**src/rtl/malog_pkg.sv**
```systemverilog
package malog_pkg;
  // one-hot control phases
  typedef enum logic [3:0] {
    ST_IDLE = 4'b0001,
    ST_FRAC = 4'b0010,
    ST_LOW  = 4'b0100,
    ST_HIGH = 4'b1000
  } phase_e;
endpackage

```
**src/rtl/mitch_ctrl.sv**
```systemverilog
module mitch_ctrl #(
  parameter int FRAC_W = 8,
  parameter int INT_W  = 6,
  parameter int CW     = 3
) (
  input  logic              clk,
  input  logic              rst_n,
  input  logic              sync_i,
  input  logic              din_i,
  output logic              cap_o,
  output logic              shr_o,
  output logic [CW-1:0]     idx_o,
  output logic              scan_o,
  output logic              done_o,
  output malog_pkg::phase_e phase_o
);
  import malog_pkg::*;

  localparam int LOW_N  = $clog2(FRAC_W);
  localparam int HIGH_N = INT_W - LOW_N;
  localparam logic [CW-1:0] LOW_LAST  = CW'(LOW_N - 1);
  localparam logic [CW-1:0] HIGH_LAST = CW'(HIGH_N - 1);

  phase_e        st, st_n;
  logic [CW-1:0] cnt, cnt_n;

  always_comb begin
    st_n   = st;
    cnt_n  = cnt;
    cap_o  = 1'b0;
    shr_o  = 1'b0;
    idx_o  = '0;
    scan_o = 1'b0;
    done_o = 1'b0;
    unique case (st)
      ST_IDLE: begin
        if (sync_i) begin
          cap_o = 1'b1;
          st_n  = ST_FRAC;
        end
      end
      ST_FRAC: begin
        if (sync_i) begin
          cap_o = 1'b1;
        end else begin
          // integer bit 0 arrives as sync drops
          shr_o = !din_i;
          idx_o = '0;
          if (LOW_N == 1) begin
            st_n  = ST_HIGH;
            cnt_n = '0;
          end else begin
            st_n  = ST_LOW;
            cnt_n = CW'(1);
          end
        end
      end
      ST_LOW: begin
        shr_o = !din_i;
        idx_o = cnt;
        if (cnt == LOW_LAST) begin
          st_n  = ST_HIGH;
          cnt_n = '0;
        end else begin
          cnt_n = cnt + CW'(1);
        end
      end
      ST_HIGH: begin
        scan_o = 1'b1;
        if (cnt == HIGH_LAST) begin
          done_o = 1'b1;
          st_n   = ST_FRAC;
          cnt_n  = '0;
        end else begin
          cnt_n = cnt + CW'(1);
        end
      end
      default: st_n = ST_IDLE;
    endcase
  end

  always_ff @(posedge clk or negedge rst_n) begin
    if (!rst_n) begin
      st  <= ST_IDLE;
      cnt <= '0;
    end else begin
      st  <= st_n;
      cnt <= cnt_n;
    end
  end

  assign phase_o = st;
endmodule

```
**src/rtl/mitch_core.sv**
```systemverilog
module mitch_core #(
  parameter int FRAC_W = 8,
  parameter int CW     = 3
) (
  input  logic              clk,
  input  logic              rst_n,
  input  logic              din_i,
  input  logic              cap_i,
  input  logic              shr_i,
  input  logic [CW-1:0]     idx_i,
  input  logic              scan_i,
  input  logic              done_i,
  output logic [FRAC_W:0]   fin_o
);
  localparam int LOW_N = $clog2(FRAC_W);
  localparam int RW    = FRAC_W + 1;

  logic [RW-1:0] work;
  logic [RW-1:0] shv [LOW_N];
  logic [RW-1:0] shifted;
  logic          zap;

  // one precomputed right shift per power-of-two step
  for (genvar g = 0; g < LOW_N; g++) begin : g_step
    assign shv[g] = work >> (1 << g);
  end

  always_comb begin
    shifted = work;
    for (int g = 0; g < LOW_N; g++) begin
      if (idx_i == CW'(g)) shifted = shv[g];
    end
  end

  always_ff @(posedge clk or negedge rst_n) begin
    if (!rst_n) begin
      work <= '0;
      zap  <= 1'b0;
    end else begin
      if (cap_i)      work <= {1'b1, din_i, work[FRAC_W-1:1]};
      else if (shr_i) work <= shifted;
      if (done_i)               zap <= 1'b0;
      else if (scan_i && !din_i) zap <= 1'b1;
    end
  end

  // final single-step shift, or underflow to zero
  assign fin_o = (zap || !din_i) ? '0 : (work >> 1);
endmodule

```
**src/rtl/mitch_emit.sv**
```systemverilog
module mitch_emit #(
  parameter int FRAC_W = 8
) (
  input  logic            clk,
  input  logic            rst_n,
  input  logic            load_i,
  input  logic [FRAC_W:0] val_i,
  output logic [FRAC_W:0] res_o,
  output logic            sout_o,
  output logic            mask_o,
  output logic            pulse_o
);
  localparam int MW = $clog2(FRAC_W + 2);
  localparam logic [MW-1:0] WIN = MW'(FRAC_W + 1);

  logic [FRAC_W:0] sh;
  logic [MW-1:0]   mcnt;

  always_ff @(posedge clk or negedge rst_n) begin
    if (!rst_n) begin
      res_o   <= '0;
      sh      <= '0;
      mcnt    <= '0;
      pulse_o <= 1'b0;
    end else if (load_i) begin
      res_o   <= val_i;
      sh      <= val_i;
      mcnt    <= WIN;
      pulse_o <= 1'b1;
    end else begin
      pulse_o <= 1'b0;
      if (mcnt != '0) begin
        mcnt <= mcnt - MW'(1);
        sh   <= sh >> 1;
      end
    end
  end

  assign mask_o = (mcnt != '0);
  assign sout_o = mask_o & sh[0];
endmodule

```
**src/rtl/mitch_antilog.sv**
```systemverilog
module mitch_antilog #(
  parameter int FRAC_W = 8,
  parameter int INT_W  = 6
) (
  input  logic            clk,
  input  logic            rst_n,
  input  logic            sync_i,
  input  logic            din_i,
  output logic [FRAC_W:0] res_o,
  output logic            sout_o,
  output logic            mask_o,
  output logic            pulse_o
);
  localparam int CW = $clog2(INT_W);

  logic              cap, shr, scan, done;
  logic [CW-1:0]     idx;
  logic [FRAC_W:0]   fin;
  malog_pkg::phase_e phase;

  mitch_ctrl #(.FRAC_W(FRAC_W), .INT_W(INT_W), .CW(CW)) u_ctrl (
    .clk(clk), .rst_n(rst_n), .sync_i(sync_i), .din_i(din_i),
    .cap_o(cap), .shr_o(shr), .idx_o(idx), .scan_o(scan),
    .done_o(done), .phase_o(phase)
  );

  mitch_core #(.FRAC_W(FRAC_W), .CW(CW)) u_core (
    .clk(clk), .rst_n(rst_n), .din_i(din_i), .cap_i(cap), .shr_i(shr),
    .idx_i(idx), .scan_i(scan), .done_i(done), .fin_o(fin)
  );

  mitch_emit #(.FRAC_W(FRAC_W)) u_emit (
    .clk(clk), .rst_n(rst_n), .load_i(done), .val_i(fin),
    .res_o(res_o), .sout_o(sout_o), .mask_o(mask_o), .pulse_o(pulse_o)
  );
endmodule

```
**config.mk**
```make
export PLATFORM = sky130hd
export DESIGN_NAME = mitch_antilog
export DESIGN_NICKNAME = d
export VERILOG_FILES = /design/src/rtl/malog_pkg.sv /design/src/rtl/mitch_ctrl.sv /design/src/rtl/mitch_core.sv /design/src/rtl/mitch_emit.sv /design/src/rtl/mitch_antilog.sv
export SDC_FILE = /design/constraint.sdc
export NUM_CORES = 1
export LEC_CHECK = 0
export ABC_AREA = 1
export BUFFER_PORTS_ARGS = -buffer_cell sky130_fd_sc_hd__buf_2
export CORE_ASPECT_RATIO = 1.75
export CORE_MARGIN = 4
export CORE_UTILIZATION = 58
export DETAILED_ROUTE_END_ITERATION = 8
export PLACE_DENSITY = 0.78
export RECOVER_POWER = 100
export SYNTH_ARGS = -nofsm -noshare
export SYNTH_HDL_FRONTEND = slang
export SYNTH_SLANG_ARGS = --single-unit
```
**constraint.sdc**
```tcl
create_clock -name clk -period 1.9 [get_ports clk]
set_input_delay 0.38 -clock clk [delete_from_list [all_inputs] [get_ports clk]]
set_output_delay 0.38 -clock clk [all_outputs]
set_load 0.1 [all_outputs]
```
# Word-level counts from Yosys, hierarchy flattened
# Cells that the tools add are included.
dict set report totals {
  ff_bits 40
}
dict set report op_classes {
  add_sub_neg 2
  n_eq_ne 11
  mux 29
  bitwise 1
  n_reduce_logical 15
}
# op count
set ops {}
lappend ops {{9-bit two-way mux} 7}
lappend ops {{4-bit two-way mux} 6}
lappend ops {{4-bit case mux with 4 select lines} 1}
lappend ops {{1-bit two-way mux} 9}
lappend ops {{3-bit two-way mux} 3}
lappend ops {{8-bit two-way mux} 1}
lappend ops {{2-bit nonzero test} 4}
lappend ops {{4-bit nonzero test} 2}
lappend ops {{3-bit by 2-bit == test with 1-bit output (second input constant)} 2}
lappend ops {{3-bit case mux with 2 select lines} 1}
lappend ops {{4-bit by 1-bit == test with 1-bit output (second input constant)} 1}
lappend ops {{4-bit by 2-bit == test with 1-bit output (second input constant)} 1}
lappend ops {{4-bit by 3-bit == test with 1-bit output (second input constant)} 1}
lappend ops {{4-bit == test (second input constant)} 1}
lappend ops {{2-bit by 1-bit inequality test with 1-bit output (second input constant)} 2}
lappend ops {{2-bit inequality test (second input constant)} 2}
lappend ops {{2-bit AND reduction} 2}
lappend ops {{4-bit AND reduction} 1}
lappend ops {{2-bit OR reduction} 2}
lappend ops {{4-bit by 1-bit subtractor with 4-bit output (second input constant)} 1}
lappend ops {{3-bit by 1-bit adder with 3-bit output (second input constant)} 1}
lappend ops {{3-bit by 1-bit == test with 1-bit output (second input constant)} 1}
lappend ops {{3-bit zero test} 1}
lappend ops {{1-bit case mux with 2 select lines} 1}
lappend ops {{4 further kinds} 4}

# Logic depth before layout (Yosys ltp)
dict set report logic_depth {
  word_depth 8
  mapped_depth 11
  ltp_nobuf 9
}

# Cells and area by module
# Synthesis repeated with hierarchy kept, for this count alone.
dict set report hier_totals {
  cells_unflattened 299
  hier_area_um2 2200.9
}
# mod n_inst cells_each area_each_um2
set modules_own_cells {}
lappend modules_own_cells {mitch_emit 1 121 1024.7}
lappend modules_own_cells {mitch_core 1 112 691.9}
lappend modules_own_cells {mitch_ctrl 1 66 484.2}

# Worst setup path after synthesis
# No wires, ideal clock.
dict set report synth_timing {
  kind {register -> output}
  startpoint {reg u_emit.mcnt[0]}
  endpoint {out sout_o}
  arrival_ps 2843
  t_required_ps 1520
  path_slack_ps -1323
  stages_incl_launch_ff 6
  path_buffers 0
  path_cell_list {dfrtp_1 inv_1 ha_1 nand3_1 inv_1 nor2_1}
}
dict set report synth_via {
  elab_chain_cells 2
}
# item line
set synth_rtl {}
lappend synth_rtl {{start: declaration} mitch_emit.sv:17} ;# logic [MW-1:0] mcnt;
lappend synth_rtl {{start signal: assignment} mitch_emit.sv:33} ;# mcnt <= mcnt - MW'(1);
lappend synth_rtl {{4-bit nonzero test} mitch_emit.sv:39} ;# assign mask_o = (mcnt != '0);
lappend synth_rtl {{net mask_o} mitch_antilog.sv:11} ;# output logic mask_o,
lappend synth_rtl {{1-bit bitwise AND} mitch_emit.sv:40} ;# assign sout_o = mask_o & sh[0];
lappend synth_rtl {{end: declaration} mitch_antilog.sv:10} ;# output logic sout_o,
# The timed path passes the listed nets, and every way through them passes these cells.

# Final worst setup path
dict set report layout_timing {
  startpoint {reg u_emit.mcnt[0]}
  endpoint {out sout_o}
}
dict set report layout_via {
  elab_chain_cells 2
}
# item line
set layout_rtl {}
lappend layout_rtl {{4-bit nonzero test} mitch_emit.sv:39}
lappend layout_rtl {{1-bit bitwise AND} mitch_emit.sv:40}
# No other way between the ends.

==> flow_metrics.env <==
export IMPL_status="complete, no violations"
export IMPL_p_leak_uw=0.001077
export IMPL_worstSetupStartpoint="u_emit.mcnt[0]"
export IMPL_rows=27
export IMPL_finalCritPeriodShare=0.9321
export IMPL_path_delay_family="flip-flops"
export IMPL_fin_crit_ps=1771
export IMPL_max_stage_delay_ps=370
export IMPL_overflow=0
export IMPL_grt_pass1_vias=1463
export IMPL_skew_ps=5.547
export IMPL_critPathLaunchType="flop"
export IMPL_wl_per_cell_um=12.53
export IMPL_drt_iter0_markers=43
export IMPL_holdBufCountCts=0
export IMPL_cts_sinks=37
export IMPL_setup_tns_final_ps=0
export IMPL_hold_viol_final=0
export IMPL_antenna_found_initial=0
export IMPL_worstPathArrival_ps=1390
export IMPL_rsz0062_at_grt="no"
export IMPL_crit_chain="inv_1, ha_2, nand3_4, inv_4, nor2_4, buf_12"
export IMPL_postSynthCellCount=235
export IMPL_place_inst=291
export IMPL_cp_depth=6
export IMPL_grt_max_degree=21
export IMPL_syn_cell_area_sq_um=1864
export IMPL_layout_drive_gt1_share=0.1406
export IMPL_die_w_um=50.86
export IMPL_ys_seq_elements=37
export IMPL_crit_slowest_cell="dfrtp_1"
export IMPL_htreeDepth=2
export IMPL_tightest_slew_ps=1000
export IMPL_max_cap_violations=0
export IMPL_vias=1588
export IMPL_path_buf_inv=3
export IMPL_final_core_util=0.6836
export IMPL_ys_seq_area_frac=0.4973
export IMPL_hp_class="in2async"
export IMPL_timing_rr_start="u_ctrl.phase_o[2]"
export IMPL_routed_wl_um=3747
export IMPL_dpl_hpwl_um=2793
export IMPL_synthDistinctLibCells=28
export IMPL_grt_use_total=0.1983
export IMPL_syn2layout_area_growth_pct=13.96
export IMPL_root_buffer="clkbuf_8"
export IMPL_initial_core_util=0.5998
export IMPL_timing_fmax_ghz=0.5646
export IMPL_slew_violations=0
export IMPL_setup_violations=0
export IMPL_fp_dieArea_sq_um=4221
export IMPL_synth_top_area_share=0.4832
export IMPL_ioPinCount=16
export IMPL_cp_endpoint="sout_o"
export IMPL_holdWs_ps=230.7
export IMPL_cts_resized=1
export IMPL_die_h_um=83
export IMPL_portBuffers=14
export IMPL_avgSynthCellArea_sq_um=7.933
export IMPL_synth_fp_nets=240
export IMPL_via_per_inst=5.311
export IMPL_diodes=0
export IMPL_ys_top_cells_by_area="dfrtp_1 (48%), nand2_1 (15%), nand3_1 (7.2%)"
export IMPL_rrSetupSlack_ps=200
export IMPL_cp_required_ps=1520
export IMPL_fin_ws_ps=129.0
export IMPL_cts_setup_buffers=0
export IMPL_yosysWarningCount=0
export IMPL_synth_top_area_cell="dfrtp_1"
export IMPL_vdd_drop_max_v=0.0009666
export IMPL_routabilityCongestion=0.9203
export IMPL_cts_buffers=5
export IMPL_regToRegEndpoint="u_core.work[3]"
export IMPL_clk_pin_slew_worst_paths_ps=70
export IMPL_cts_tree="built"
export IMPL_core_area_sq_um=3108
export IMPL_ant_nets=0
export IMPL_fin_cells=299
export IMPL_grt_pass1_wl_um=6320
export IMPL_crit_fanout=5
export IMPL_drcViolationCount=0
export IMPL_dp_slack_ps=324.3
export IMPL_clkLatencyLatePin_ps=290
export IMPL_firstDrtPassIters=4
export IMPL_ff2ff_path_depth=7
export IMPL_worst_setup_path_end_kind="primary output"
export IMPL_relSlewSlack=0.3333
export IMPL_power_density_nw_per_um2=1307
export IMPL_clock_path_buffers=2
export IMPL_fin_nets=260
export IMPL_setup_worst_path_class="reg2out"
## cell families (layout without fill, tap and decap cells)
kind of cell	after synthesis	after routing	synth area share
AO/OA/AOI/OAI	31	31	0.09530
other	1	1	0.002011
buffers and inverters	32	53	0.07986
adder cells (fa/ha/maj)	1	1	0.006710
AND/OR/NAND/NOR	133	133	0.3188
flip-flops	37	37	0.4973
## state kept, by name, indices dropped and copies added (netlist names)
| register | flops |
|---|---|
| u_emit.mcnt | 4 |
| u_core.zap | 1 |
| u_emit.pulse_o | 1 |
| u_ctrl.cnt | 3 |
| u_core.work | 8 |
| u_emit.res_o | 8 |
| u_ctrl.phase_o | 4 |
| u_emit.sh | 8 |
## layout by cell type, fill, tap and decap left out
cell / n
ha_2: 1
nand2_1: 74
o21ai_0: 21
clkbuf_1: 2
nor3_1: 1
clkbuf_8: 5
inv_1: 24
buf_2: 2
dfstp_1: 1
nand2_2: 1
conb_1: 1
a31oi_1: 1
bufinv_16: 2
nand3_4: 2
or2_2: 1
buf_4: 2
nor2_2: 2
a31o_2: 1
nand4_1: 4
nor2_1: 17
dlymetal6s2s_1: 1
dfrtp_1: 36
clkbuf_2: 9
buf_12: 1
a21oi_1: 7
nand3b_1: 2
inv_4: 2
a211oi_1: 1
inv_2: 1
nor2_4: 2
nand3_1: 27
clkbuf_4: 1
clkinv_2: 1
## synth_stat cells
cell type and number:
o21ai_2 4, a211oi_1 1, or2_2 1, inv_2 1, nand3_1 27, nand2_2 1, dfrtp_1 36, nand4_1 4
buf_4 3, nor2_1 16, ha_1 1, nor3_1 1, buf_6 2, dfstp_2 1, conb_1 1, o21ai_0 16
inv_1 25, nand3b_1 2, nand3_2 1, nor2_2 4, nand3_4 1, o21ai_1 1, a31o_2 1, inv_4 1
nand2_1 74, a31oi_1 1, a21oi_1 7, nor2_4 1
## area by class of cell
class | instances | area (sq um)
well taps | 43 | 53.80
clock inverters | 3 | 65.06
repair buffers | 18 | 117.6
fillers | 277 | 983.4
multi-input cells | 166 | 785.8
flip-flops and latches | 37 | 927.1
clock buffers | 5 | 68.82
inverters | 27 | 106.4
## metal layers
metal  vias to the layer above  wire length [um]  global-route usage
li1                        792                 -                   -
met1                       744              1504              0.2104
met4                         0               133              0.1078
met3                        12               141             0.04847
met2                        40              1967              0.3464
met5                         -                 0                   0
## worst reg2reg max path: cells and delay by family (launching register included)
kind             cells  cell delay (ps)
AND/OR/NAND/NOR      7             1240
flip-flops           1              410
## worst min-delay path by stage
stage	to	slack, ps	depth (start not counted)
after floorplan	u_core.work[1]	80	0
after global placement	u_emit.mcnt[0]	350	1
after detailed placement	u_emit.mcnt[0]	350	1
after CTS	u_core.work[3]	40	1
after global routing	u_core.work[2]	330	1
final	u_emit.mcnt[0]	230	1
## where the power goes
part / switching (uW) / leakage (uW) / internal, uW
clock network: 279 / 0.0000681 / 521
logic: 592 / 0.000564 / 286
registers: 143 / 0.000445 / 956
total: 1010 / 0.00108 / 1760
## metrics by stage
step / instance area [sq um] / power [uW]
global route: 2125 / 2971
floorplan: 1887 / 1801
CTS: 2160 / 2812
detailed placement: 2023 / 2001
global placement: 2023 / 1980
finish: 2125 / 2776
Note: power is estimated with default switching activity, not from simulation.
